--- config.mk ---
export PLATFORM = sky130hd
export DESIGN_NAME = iq_input_formatter
export DESIGN_NICKNAME = d
export VERILOG_FILES = /design/src/rtl/iqf_pkg.sv /design/src/rtl/iqf_fmt_conv.sv /design/src/rtl/iqf_pair_ctrl.sv /design/src/rtl/iq_input_formatter.sv
export SDC_FILE = /design/constraint.sdc
export NUM_CORES = 1
export LEC_CHECK = 0
export ABC_AREA = 1
export BUFFER_PORTS_ARGS = -buffer_cell sky130_fd_sc_hd__buf_2
export CAP_MARGIN = 20
export CELL_PAD_IN_SITES_DETAIL_PLACEMENT = 0
export CELL_PAD_IN_SITES_GLOBAL_PLACEMENT = 1
export CORE_MARGIN = 5
export CORE_UTILIZATION = 36
export CTS_BUF_LIST = sky130_fd_sc_hd__clkbuf_8
export CTS_CLUSTER_SIZE = 12
export DETAILED_ROUTE_END_ITERATION = 8
export PLACE_DENSITY = 0.9
export SYNTH_ARGS = -nofsm -noshare
export SYNTH_HDL_FRONTEND = slang
export SYNTH_SLANG_ARGS = --single-unit
--- constraint.sdc ---
create_clock -name clk -period 1.14 [get_ports clk]
set_input_delay 0.057 -clock clk [delete_from_list [all_inputs] [get_ports clk]]
set_output_delay 0.057 -clock clk [all_outputs]
set_load 0.01 [all_outputs]
--- src/rtl/iqf_pkg.sv ---
package iqf_pkg;
    localparam int SAMPLE_W = 18;

    typedef enum logic {
        SEEK_I = 1'b0,
        HOLD_I = 1'b1
    } pair_state_e;
endpackage

--- src/rtl/iqf_fmt_conv.sv ---
module iqf_fmt_conv #(
    parameter int W = 18
) (
    input  logic         ofs_bin,
    input  logic [W-1:0] word_in,
    output logic [W-1:0] word_out
);
    localparam int MSB = W - 1;

    always_comb begin
        word_out      = word_in;
        word_out[MSB] = word_in[MSB] ^ ofs_bin;
    end
endmodule

--- src/rtl/iqf_pair_ctrl.sv ---
module iqf_pair_ctrl
    import iqf_pkg::*;
(
    input  logic        clk,
    input  logic        rst_n,
    input  logic        ser_mode,
    input  logic        sample_en,
    input  logic        i_strb,
    output logic        take_i,
    output logic        take_pair,
    output pair_state_e state_o
);
    pair_state_e state_q, state_d;

    // State register
    always_ff @(posedge clk) begin
        if (!rst_n) state_q <= SEEK_I;
        else        state_q <= state_d;
    end

    // Next state and action outputs
    always_comb begin
        state_d   = state_q;
        take_i    = 1'b0;
        take_pair = 1'b0;
        if (!ser_mode) begin
            state_d   = SEEK_I;            // force_seek
            take_pair = sample_en;
        end else begin
            unique case (state_q)
                SEEK_I: begin
                    if (sample_en && i_strb) begin
                        take_i  = 1'b1;    // grab_i
                        state_d = HOLD_I;
                    end                    // else drop_orphan
                end
                HOLD_I: begin
                    if (sample_en && i_strb) begin
                        take_i  = 1'b1;    // regrab_i
                    end else if (sample_en) begin
                        take_pair = 1'b1;  // emit_pair
                        state_d   = SEEK_I;
                    end
                end
                default: state_d = SEEK_I;
            endcase
        end
    end

    assign state_o = state_q;
endmodule

--- src/rtl/iq_input_formatter.sv ---
module iq_input_formatter
    import iqf_pkg::*;
#(
    parameter int W = SAMPLE_W
) (
    input  logic         clk,
    input  logic         rst_n,
    input  logic         ser_mode,
    input  logic         ofs_bin,
    input  logic         sample_en,
    input  logic         i_strb,
    input  logic [W-1:0] i_bus,
    input  logic [W-1:0] q_bus,
    output logic         pair_vld,
    output logic [W-1:0] pair_i,
    output logic [W-1:0] pair_q
);
    logic [W-1:0] i_conv, q_conv, i_held;
    logic         take_i, take_pair;
    pair_state_e  state;

    iqf_fmt_conv #(.W(W)) u_conv_i (.ofs_bin(ofs_bin), .word_in(i_bus), .word_out(i_conv));
    iqf_fmt_conv #(.W(W)) u_conv_q (.ofs_bin(ofs_bin), .word_in(q_bus), .word_out(q_conv));

    iqf_pair_ctrl u_ctrl (
        .clk       (clk),
        .rst_n     (rst_n),
        .ser_mode  (ser_mode),
        .sample_en (sample_en),
        .i_strb    (i_strb),
        .take_i    (take_i),
        .take_pair (take_pair),
        .state_o   (state)
    );

    always_ff @(posedge clk) begin
        if (!rst_n) begin
            i_held   <= '0;
            pair_vld <= 1'b0;
            pair_i   <= '0;
            pair_q   <= '0;
        end else begin
            pair_vld <= take_pair;
            if (take_i) i_held <= i_conv;
            if (take_pair) begin
                pair_i <= ser_mode ? i_held : i_conv;
                pair_q <= ser_mode ? i_conv : q_conv;
            end
        end
    end

    // Assertions
    assert_idle_no_vld_R3: assert property (@(posedge clk) disable iff (!rst_n)
        !sample_en |=> !pair_vld);
    assert_idle_hold_R3: assert property (@(posedge clk) disable iff (!rst_n)
        !sample_en |=> ($stable(pair_i) && $stable(pair_q)));
    assert_dual_capture_R2: assert property (@(posedge clk) disable iff (!rst_n)
        (!ser_mode && sample_en) |=> (pair_vld &&
            pair_q == {$past(q_bus[W-1]) ^ $past(ofs_bin), $past(q_bus[W-2:0])}));
    assert_dual_i_R8: assert property (@(posedge clk) disable iff (!rst_n)
        (!ser_mode && sample_en) |=>
            (pair_i == {$past(i_bus[W-1]) ^ $past(ofs_bin), $past(i_bus[W-2:0])}));
    assert_emit_R4: assert property (@(posedge clk) disable iff (!rst_n)
        (ser_mode && sample_en && !i_strb && state == HOLD_I) |=> pair_vld);
    assert_orphan_drop_R6: assert property (@(posedge clk) disable iff (!rst_n)
        (ser_mode && sample_en && !i_strb && state == SEEK_I) |=> !pair_vld);
    assert_vld_in_seek_R10: assert property (@(posedge clk) disable iff (!rst_n)
        pair_vld |-> (state == SEEK_I));
endmodule

* Word-level counts from Yosys, hierarchy flattened
Index checks and enable logic that the tools add are counted.
** Word-level totals
- Output and inout bits :: 37
- Register bits :: 56
- Bits of input ports :: 42
- Word-level logic and storage cells :: 21
** Cells by class
- Bitwise logic cells :: 3
- Multiplexer cells :: 11
- Reductions and logical operators :: 2
** Operator list (count)
- two-way mux 18 bit :: 2
- two-way mux 1 bit :: 8
- one-hot mux 1 bit (2 select lines) :: 1
- AND reduction 2 bit :: 1
- XOR 1 bit :: 2
- logical AND 1 bit :: 1
- NOT 1 bit :: 1

* Longest topological paths before layout
Gate-level depths: netlist (run 1).
- Depth after elaboration :: 4
- Mapped depth :: 8
- Mapped depth without buffers :: 7

* By module
Synthesis (run 1) repeated with hierarchy kept, for this count alone.
** Unflattened totals
- Cell total of the unflattened synthesis :: 444
- Area, all modules :: 2890.3 µm²
** By module, submodules not included
- iq_input_formatter :: area each 2533.7 µm², cells an instance 389, instances 1, seq. area each 1101.1 µm²
- iqf_fmt_conv :: area each 146.4 µm², cells an instance 22, instances 2, seq. area each 0.0 µm²
- iqf_pair_ctrl :: area each 63.8 µm², cells an instance 11, instances 1, seq. area each 20.0 µm²

* Least setup slack after synthesis (run 1)
OpenSTA, ideal clock, no wires.
- Kind :: reg-to-reg
- From :: register with a tool-made name
- To :: register pair_i[0]
- Buffers on the path :: 1
- Cell stages (with the launch flop) :: 8
- Arrival time :: 833 ps
- Slack :: 194 ps
- Period minus slack after synthesis :: 946 ps
- Data required time :: 1027 ps
- Library setup time :: 113 ps
- Cells stage by stage :: dfxtp_1 nand2_1 nand2_2 nand2_2 buf_2 nand2_1 nand2_1 nor2_1
** RTL lines
- to (signal assigned) :: line iq_input_formatter.sv:46 : pair_i <= ser_mode ? i_held : i_conv;
- to (decl) :: line iq_input_formatter.sv:15 : output logic [W-1:0] pair_i,

==> impl_metrics.ini, run 1 <==
[run_status]
status = finished, final reports clean

[hold_path]
whs_path_depth = 3
worstHoldStart = i_bus[9]
hold-path-endpoint = i_held[9]
hp-class = in -> reg

[final_layout]
num_antenna_cells = 0
drive_above_1_share = 0.200
syn2layout_area_growth_pct = 26.6
nNetsFinal = 550
fin_cells = 608

[critical_path]
cp-end-kind = flop
cpPeakStageDelay_ps = 320
r2r_slack_ps = 140
regToRegEndpoint = pair_i[1]
worstSetupStartpointType = flop
cp_num_buf_inv = 1
required_ps = 1350
crit_top_cell = nand2_1
cp_data_arrival_time_ps = 1210
worstPathMaxFanout = 28
path_delay_family = simple AND/OR/NAND/NOR gates
path_cells = nand2_1 > nand2_2 > nand2_4 > buf_12 > nand2_1 > nand2_1 > nor2_1
slowest_stage = dfxtp_1
criticalPathCategory = reg -> reg
reg2reg_depth = 7

[synthesis]
ys_ff_latch = 56
synth_compound_area_frac = 0.0863
synthSimpleGateAreaFrac = 0.364
synth_nets = 470
synth.area.mux_share = 0
synthAdderAreaFrac = 0
yosys_warnings = 0
syn_inst = 428
synth-xor-area-share = 0
synth_top_family_by_area = simple AND/OR/NAND/NOR gates
synth.avg_cell_area_sq_um = 6.17
syn-cell-area_sq_mm = 0.00264
seq_area_frac_synth = 0.425
synth.distinct_cells = 16

[die]
start_util = 0.368
die_h_um = 95.6
io_pins = 79
core_area_sq_mm = 0.00718
fp.dieArea_sq_mm = 0.00914
die_w_um = 95.6
rows = 31

[power_and_ir_drop]
clock_power_share = 0.281
p_int_w = 0.00286
pwr-share-seq = 0.533
swShare = 0.280
leakage_nw = 1.82
powerDensity_mw_per_mm2 = 1190
p_comb_frac = 0.186
power_w = 0.00398
ir_worst_vdd_v = 0.000425
p_sw_w = 0.00111

[cts]
cts_buffers = 5
root_buffer = clkbuf_8
h-tree-depth = 2
clock_path_buffers = 2
cts_tree = done
clk_pin_slew_ps = 100
insertion_delay_ps = 300
cts.sinks = 56

[placement]
numPortBuffers = 78
numPlacedInstances = 593
gp_congestion = 0.733
place.detailed.hpwl_mm = 4.63

[timing]
slew_headroom = 0.774
hold_violations = 0
finClkSkew_ps = 2.77
setup-tns-final_ps = 0
finalCriticalPeriod_ps = 1000
min_period_over_period = 0.881
setup-violations-final = 0
rsz0062_at_grt = no
fmax_mhz = 996
finalMaxSlewViolations = 0
worst_slew_pin_slew_ps = 339

[routing]
drt_iter0_drc = 89
routed_via_density = 4.25
routed_wl_mm = 6.75
vias = 2586
ant_nets = 0
detail_route.wl_per_cell_um = 11.1
drc = 0
drt_pass1_iterations = 4

[grt]
grt_max_degree = 37
grt_pass1_vias = 2359
antenna_found_initial = 0
grt_pass1_wl_mm = 10.7
grt-ovfl-total = 0
grtUsageTotal = 0.149

[job]
max_cap_viol_count = 0
## logic make-up (layout without fill, tap and decap cells)
family / Yosys count / after routing
AOI/OAI and AO/OA: 45 / 45
and+or+nand+nor: 248 / 248
DFF: 56 / 56
buffers and inverters: 79 / 160
## worst min-delay path, cell delays in order
cell	delay [ps]
buf_2	110
nand2_1	60
a21oi_1	50
## worst max-delay path by stage
stage               slack (ps)  from          to  depth (start not counted)
floorplan                  190  flop   pair_i[0]                          7
global placement           130  flop  pair_i[17]                          7
detailed placement         100  flop   pair_i[0]                          7
CTS                         80  flop   pair_i[0]                          7
global route                40  flop  pair_q[10]                          7
finish                     140  flop   pair_i[1]                          7
## power groups by stage
| stage | clock, W | combinational (W) | sequential [W] |
|---|---|---|---|
| floorplan | 0 | 0.000388 | 0.00221 |
| CTS | 0.00118 | 0.000749 | 0.00212 |
| global route | 0.00124 | 0.000844 | 0.00213 |
| detailed placement | 0 | 0.000724 | 0.00217 |
| finish | 0.00112 | 0.000739 | 0.00212 |
| global placement | 0 | 0.000717 | 0.00216 |
## metal layers
metal	global-route usage	wire, um	part of all wire	vias to the layer above
met4	0.0521	75	0.011	0
li1	-	-	-	1421
met2	0.257	3250	0.48	53
met3	0.0300	319	0.047	5
met5	0	0	0	-
met1	0.183	3110	0.46	1107
## state kept, by name, summed over array words and instances (netlist names), named ones only
register  cells
pair_i       18
pair_q       18
i_held       18
pair_vld      1
## cell usage after synthesis (all sizes together)
| cell type | instances | share of area |
|---|---|---|
| clkbuf | 4 | 0.0057 |
| a211oi | 1 | 0.0028 |
| dfxtp | 56 | 0.42 |
| inv | 57 | 0.081 |
| o21ai | 26 | 0.049 |
| nor2 | 75 | 0.11 |
| a21oi | 18 | 0.034 |
| buf | 18 | 0.038 |
| nand3 | 4 | 0.0076 |
| nand2 | 169 | 0.24 |
## area by class of cell
cell class	count	area [sq um]
repair buffers	95	598
well taps	99	124
inverters	57	214
clock inverters	2	10.0
flip-flops and latches	56	1120
fillers	791	3830
multi-input cells	293	1190
clock buffers	6	82.6
## per-stage QoR
step           hold slack [ps]  area (sq um)  worst slack, ps   util
5_1_grt                   6.99          3340             37.8  0.466
4_1_cts                  0.309          3340             77.6  0.465
2_1_floorplan              204          2640              194      -
3_3_place_gp               321          3170              128  0.442
6_report                  13.3          3340              136  0.466
3_5_place_dp               329          3170             96.5  0.442
## layout by cell type, fill, tap and decap left out
cell type and n:
dlygate4sd3_1 7, inv_1 55, buf_2 78, a21oi_1 18, clkinv_2 2, dfxtp_1 56, nand2_2 2, o21ai_0 26
clkbuf_8 6, nand2_1 166, nor2_1 74, nand3_1 4, a211oi_1 1, inv_2 2, buf_4 5, nor2_8 1
nand2_4 1, buf_12 5
## repair_timing
item / CTS / global route
gates resized for setup: 0 / 1
endpoints found under the setup margin: 0 / 1
buffers inserted: 0 / 0
hold endpoints to repair: 7 / 0
hold buffers: 7 / 0
Note: power is estimated with default switching activity, not from simulation.
==> run 2: changes to the inputs <==
- CTS_BUF_LIST: sky130_fd_sc_hd__clkbuf_8 -> unset
- PLACE_DENSITY: 0.9 -> 0.88
- SYNTH_HIERARCHICAL: unset -> 1
==> run 2 against run 1 <==
Effect of this change: the flow now finishes with violations (setup timing); critical path depth is the same; die area increased by 8.5%; synthesized area increased by 9.5%; sequential power about the same; first-iteration DRC count is 43% higher; clock skew grew 5.2 ps; maximum frequency decreased by 15%; non-clock buffer count is 3 lower; register-to-register slack got worse by 180 ps; clock-buffer cell count shrank 1.
==> impl_metrics.ini, run 2 <==
[synthesis]
synth_edf_count = 0
async_flop_share = 0
synthTopCellsByCount = 145 x nor2_1, 83 x nand2_1, 56 x dfxtp_1, 48 x o21ai_0, 44 x inv_1
syn_inst = 444
ys_ff_latch = 56
synth.avg_cell_area_sq_um = 6.51
yosys.area.top_type = dfxtp_1
syn-cell-area_sq_mm = 0.00289
synth.distinct_cells = 14
synth_nets = 486
yosysMostFrequentCell = nor2_1
yosys_warnings = 6
synth-main-ff-cell = dfxtp_1
synth_area_leaders = dfxtp_1 39%, nor2_1 19%, nand2_1 11%, buf_4 9.1%, o21ai_0 8.3%
synth_top_area_share = 0.388
seq_area_frac_synth = 0.388

[timing]
setup-violations-final = 27
finalCriticalPeriod_ps = 1190
finClkSkew_ps = 7.94
hold_violations = 0
worst_slack_ps = -47.1
fin_hold_ws_ps = 2.30
min_period_over_period = 1.04
rsz0062_at_grt = yes
finalMaxSlewViolations = 0
worst_slew_pin_slew_ps = 335
fmax_mhz = 842
slew_headroom = 0.777

[power_and_ir_drop]
powerDensity_mw_per_mm2 = 1280
leakage_nw = 1.74
ir_worst_vdd_v = 0.000548

[placement]
place.detailed.hpwl_mm = 4.70
numPortBuffers = 78
numPlacedInstances = 574
post_dp_cell_area_sq_mm = 0.00306
gp_congestion = 0.763

[final_layout]
nNetsFinal = 526
top_regs = i_held: 18 flops, pair_i: 18 flops, pair_q: 18 flops
syn2layout_area_growth_pct = 13.5
layout_commonest_cell = nor2_1
num_antenna_cells = 0
fin_area_sq_mm = 0.00328
most-common-layout-cells = 144 x nor2_1, 81 x nand2_1, 78 x buf_2
finish.utilization = 0.422
drive_above_1_share = 0.219
fin_cells = 587

[routing]
detail_route.wl_per_cell_um = 11.8
drt_pass1_iterations = 4
drt_iter0_drc = 127
routed_wl_mm = 6.95
vias = 2567
drc = 0
ant_nets = 0
routed_via_density = 4.37

[die]
io_pins = 79
core_area_sq_mm = 0.00777
start_util = 0.372
rows = 32
die_h_um = 99.6
fp.dieArea_sq_mm = 0.00992
die_w_um = 99.6

[critical_path]
worstPathMaxFanout = 14
slowest_stage = dfxtp_2
crit_top_cell = nand2_2
criticalPathCategory = reg -> reg
cpPeakStageDelay_ps = 350
r2r_slack_ps = -50
path_cells = nand2_2 > a21oi_4 > buf_6 > buf_12 > nand2_2 > nor2_2 > nor2_1
cp_data_arrival_time_ps = 1400
required_ps = 1360
cp_num_buf_inv = 2
worstSetupStartpointType = flop
path_delay_family = flip-flops
cp-end-kind = flop

[cts]
h-tree-depth = 2
insertion_delay_ps = 310
clk_pin_slew_ps = 100
cts_tree = done
root_buffer = clkbuf_8
cts.sinks = 56
cts_buffers = 5
clock_path_buffers = 2

[grt]
grt-ovfl-total = 0
grt_pass1_vias = 2319
grt_max_degree = 65
grt_pass1_wl_mm = 11.2
antenna_found_initial = 0
grtUsageTotal = 0.142

[run_status]
failed_checks = setup timing
status = finished with violations

[job]
max_cap_viol_count = 0

[hold_path]
hp-class = in -> reg
==> run 2: cell count changes in the layout (fill, tap and decap cells not counted), sizes merged <==
cell,before,now
nand3,4,0
nor2,75,145
clkbuf,6,5
clkinv,2,1
a21oi,18,2
nand2,169,83
bufinv,0,1
clkinvlp,0,1
inv,57,45
o21ai,26,54
dlygate4sd3,7,1
buf,88,91
a211oi,1,0
==> run 2: area by class of cell <==
type	count	area (sq um)
Clock buffer	5	68.8
Clock inverter	3	42.5
Fill cell	846	4490
Inverter	45	169
Multi-Input combinational cell	284	1160
Sequential cell	56	1120
Tap cell	102	128
Timing Repair Buffer	92	591
==> run 2: metrics by stage <==
step                      power (W)  TNS [ps]  setup WS, ps
after floorplan             0.00269         0          72.4
after global placement      0.00284    -0.976        -0.976
after detailed placement    0.00285      -496         -48.5
after CTS                   0.00423      -109         -25.7
after global routing        0.00442     -3480          -143
final                       0.00419      -743         -47.1
==> run 2: path summary, 6_finish.rpt <==
check,startpoint,depth (start not counted),end
worst min register to register,flop,2,flop
worst max-delay path,flop,7,pair_i[6]
worst min-delay path,i_bus[9],3,i_held[9]
worst max register to register,flop,7,pair_i[6]
==> run 2: worst register-to-register path: cells and delay by family (launching register included) <==
| family | cells | cell delay [ps] |
|---|---|---|
| compound gates | 1 | 210 |
| buf+inv | 2 | 270 |
| simple gates | 4 | 270 |
| flops | 1 | 350 |
==> run 2: logic make-up (layout without fill, tap and decap cells) <==
kind of cell    count (synthesis)  count (layout)  synth area share
simple gates                  228             228             0.296
compound gates                 56              56            0.0983
buf+inv                       104             145             0.218
flops                          56              56             0.388
==> run 2: power breakdown <==
group | total (W) | internal [W] | switching (W)
Sequential | 0.00214 | 0.00208 | 0.0000573
Clock | 0.00134 | 0.000652 | 0.000686
Combinational | 0.000714 | 0.000304 | 0.000410
Total | 0.00419 | 0.00303 | 0.00115
==> run 2: routing by layer <==
metal | vias up | routed length, um | track usage
met1 | 1124 | 3060 | 0.173
met5 | - | 0 | 0
met4 | 0 | 116 | 0.0441
met2 | 60 | 3330 | 0.243
li1 | 1374 | - | -
met3 | 9 | 447 | 0.0379
==> run 2: what timing repair did <==
item | CTS | global route
endpoints found under the hold margin | 0 | 1
hold buffers | 0 | 1
endpoints found under the setup margin | 21 | 36
pin swaps | 0 | 2
gates resized for setup | 7 | 8
setup buffers | 2 | 0
cloned | 2 | 0
==> run 3: changes to the inputs <==
- CORE_UTILIZATION: 36 -> 34
- PLACE_DENSITY: 0.88 -> 0.86
- SYNTH_HIERARCHICAL: 1 -> unset
==> run 3 against run 2 <==
Effect of this change: worst setup slack improved by 140 ps; routed wire length is 1.4% lower; via count is 1.6% higher; the flow now finishes without violations; non-clock buffer count rose by 2; clock skew down 1.7 ps; worst hold slack better by 4.6 ps; die area fell by 3.0%; first-iteration DRC count decreased by 20%; sequential share of layout area shrank 0.28 points; power shrank 1.7%; final cell count rose by 3.9%.
==> impl_metrics.ini, run 3 (synthesis results as in run 1) <==
[timing]
finalMaxSlewViolations = 0
rsz0062_at_grt = no
slew_headroom = 0.776
finClkSkew_ps = 6.24
min_period_over_period = 0.916
setup-tns-final_ps = 0
setup-violations-final = 0
fmax_mhz = 958
worst_slew_pin_slew_ps = 336
hold_violations = 0
finalCriticalPeriod_ps = 1040

[final_layout]
top_regs = i_held: 18 flops, pair_i: 18 flops, pair_q: 18 flops
fin_cells = 610
most-common-layout-cells = 166 x nand2_1, 78 x buf_2, 74 x nor2_1
multiInputGateArea_sq_mm = 0.00119
drive_above_1_share = 0.207
layout_commonest_cell = nand2_1
syn2layout_area_growth_pct = 25.3
num_antenna_cells = 0
register_area_sq_mm = 0.00112
nNetsFinal = 549
finish.utilization = 0.432
n_fill_cell = 839

[grt]
grtUsageTotal = 0.140
grt-ovfl-total = 0
grt_max_degree = 38
grt_pass1_vias = 2384
antenna_found_initial = 0
grt_pass1_wl_mm = 11.1

[hold_path]
whs_path_depth = 3
hold-path-endpoint = i_held[13]
hp-class = in -> reg
worstHoldStart = i_bus[13]

[cts]
cts.sinks = 56
root_buffer = clkbuf_8
cts_tree = done
clock_path_buffers = 2
h-tree-depth = 2
insertion_delay_ps = 300
cts_buffers = 5
clk_pin_slew_ps = 100
cts_setup_buffers = 0

[routing]
drc = 0
ant_nets = 0
vias = 2609
routed_wl_mm = 6.86
drt_pass1_iterations = 6
drt_iter0_drc = 102
detail_route.wl_per_cell_um = 11.2
routed_via_density = 4.28

[critical_path]
path_cells = nand2_1 > nand2_2 > nand2_4 > buf_12 > nand2_1 > nand2_1 > nor2_1
worstPathMaxFanout = 37
crit_top_cell = nand2_1
criticalPathCategory = reg -> reg
cpPeakStageDelay_ps = 330
regToRegEndpoint = pair_q[10]
cp_data_arrival_time_ps = 1250
reg2reg_depth = 7
path_delay_family = simple AND/OR/NAND/NOR gates
worstSetupStartpointType = flop
cp-end-kind = flop
slowest_stage = dfxtp_2
cp_num_buf_inv = 1
required_ps = 1340
r2r_slack_ps = 100

[power_and_ir_drop]
powerDensity_mw_per_mm2 = 1240
power_w = 0.00412
ir_worst_vdd_v = 0.000533
p_comb_frac = 0.176
pwr-share-seq = 0.516
clock_power_share = 0.308
p_sw_w = 0.00110
leakage_nw = 1.81
p_int_w = 0.00301
swShare = 0.268

[placement]
numPlacedInstances = 599
place.detailed.hpwl_mm = 5.10
gp_congestion = 0.800
numPortBuffers = 78

[die]
fp.dieArea_sq_mm = 0.00962
rows = 32
io_pins = 79
start_util = 0.345
die_h_um = 98.1
core_area_sq_mm = 0.00765
die_w_um = 98.1

[job]
max_cap_viol_count = 0

[run_status]
status = finished, final reports clean
[run 3: final cells by class]
| cell class | count | share of cell area |
|---|---|---|
| multi-input combinational | 293 | 0.361 |
| sequential | 56 | 0.339 |
| timing repair buffer | 94 | 0.164 |
| inverter | 57 | 0.0647 |
| tap | 102 | 0.0386 |
| clock buffer | 6 | 0.0219 |
| clock inverter | 2 | 0.0106 |
[run 3: power groups by stage]
| stage | Clock, W | Sequential, W | Combinational [W] |
|---|---|---|---|
| 2_1_floorplan | 0 | 0.00221 | 0.000388 |
| 3_3_place_gp | 0 | 0.00217 | 0.000714 |
| 5_1_grt | 0.00139 | 0.00214 | 0.000830 |
| 3_5_place_dp | 0 | 0.00217 | 0.000720 |
| 4_1_cts | 0.00133 | 0.00212 | 0.000733 |
| 6_report | 0.00127 | 0.00212 | 0.000725 |
[run 3: worst max-delay path by stage]
stage          start          to  depth (start not counted)
3_5_place_dp    flop  pair_q[10]                          7
5_1_grt         flop  pair_q[14]                          7
2_1_floorplan   flop   pair_i[0]                          7
6_report        flop  pair_q[10]                          7
4_1_cts         flop  pair_q[10]                          7
3_3_place_gp    flop   pair_q[3]                          7
[run 3: metrics by stage]
| step | hold slack, ps | setup slack [ps] | area [sq um] |
|---|---|---|---|
| after global placement | 322 | 137 | 3160 |
| after detailed placement | 332 | 79.8 | 3160 |
| final | 6.86 | 96.2 | 3310 |
| after CTS | 1.25 | 66.4 | 3300 |
| after floorplan | 204 | 194 | 2640 |
| after global routing | 3.46 | 13.0 | 3310 |
[run 3: worst register-to-register path, cell delays in order, from the launching register on]
cell and delay, ps:
dfxtp_2 330, nand2_1 80, nand2_2 70, nand2_4 90, buf_12 190, nand2_1 90, nand2_1 60, nor2_1 30
[run 3: routing by layer]
| metal | vias to the layer above | track usage | part of all wire |
|---|---|---|---|
| li1 | 1418 | - | - |
| met1 | 1128 | 0.182 | 0.48 |
| met2 | 59 | 0.236 | 0.47 |
| met3 | 4 | 0.0314 | 0.040 |
| met4 | 0 | 0.0330 | 0.0067 |
| met5 | - | 0 | 0 |
[run 3: what timing repair did]
item                       CTS  global route
hold buffers                 3             0
setup endpoints to repair    0             5
hold endpoints to repair     3             0
resized for setup            0             2
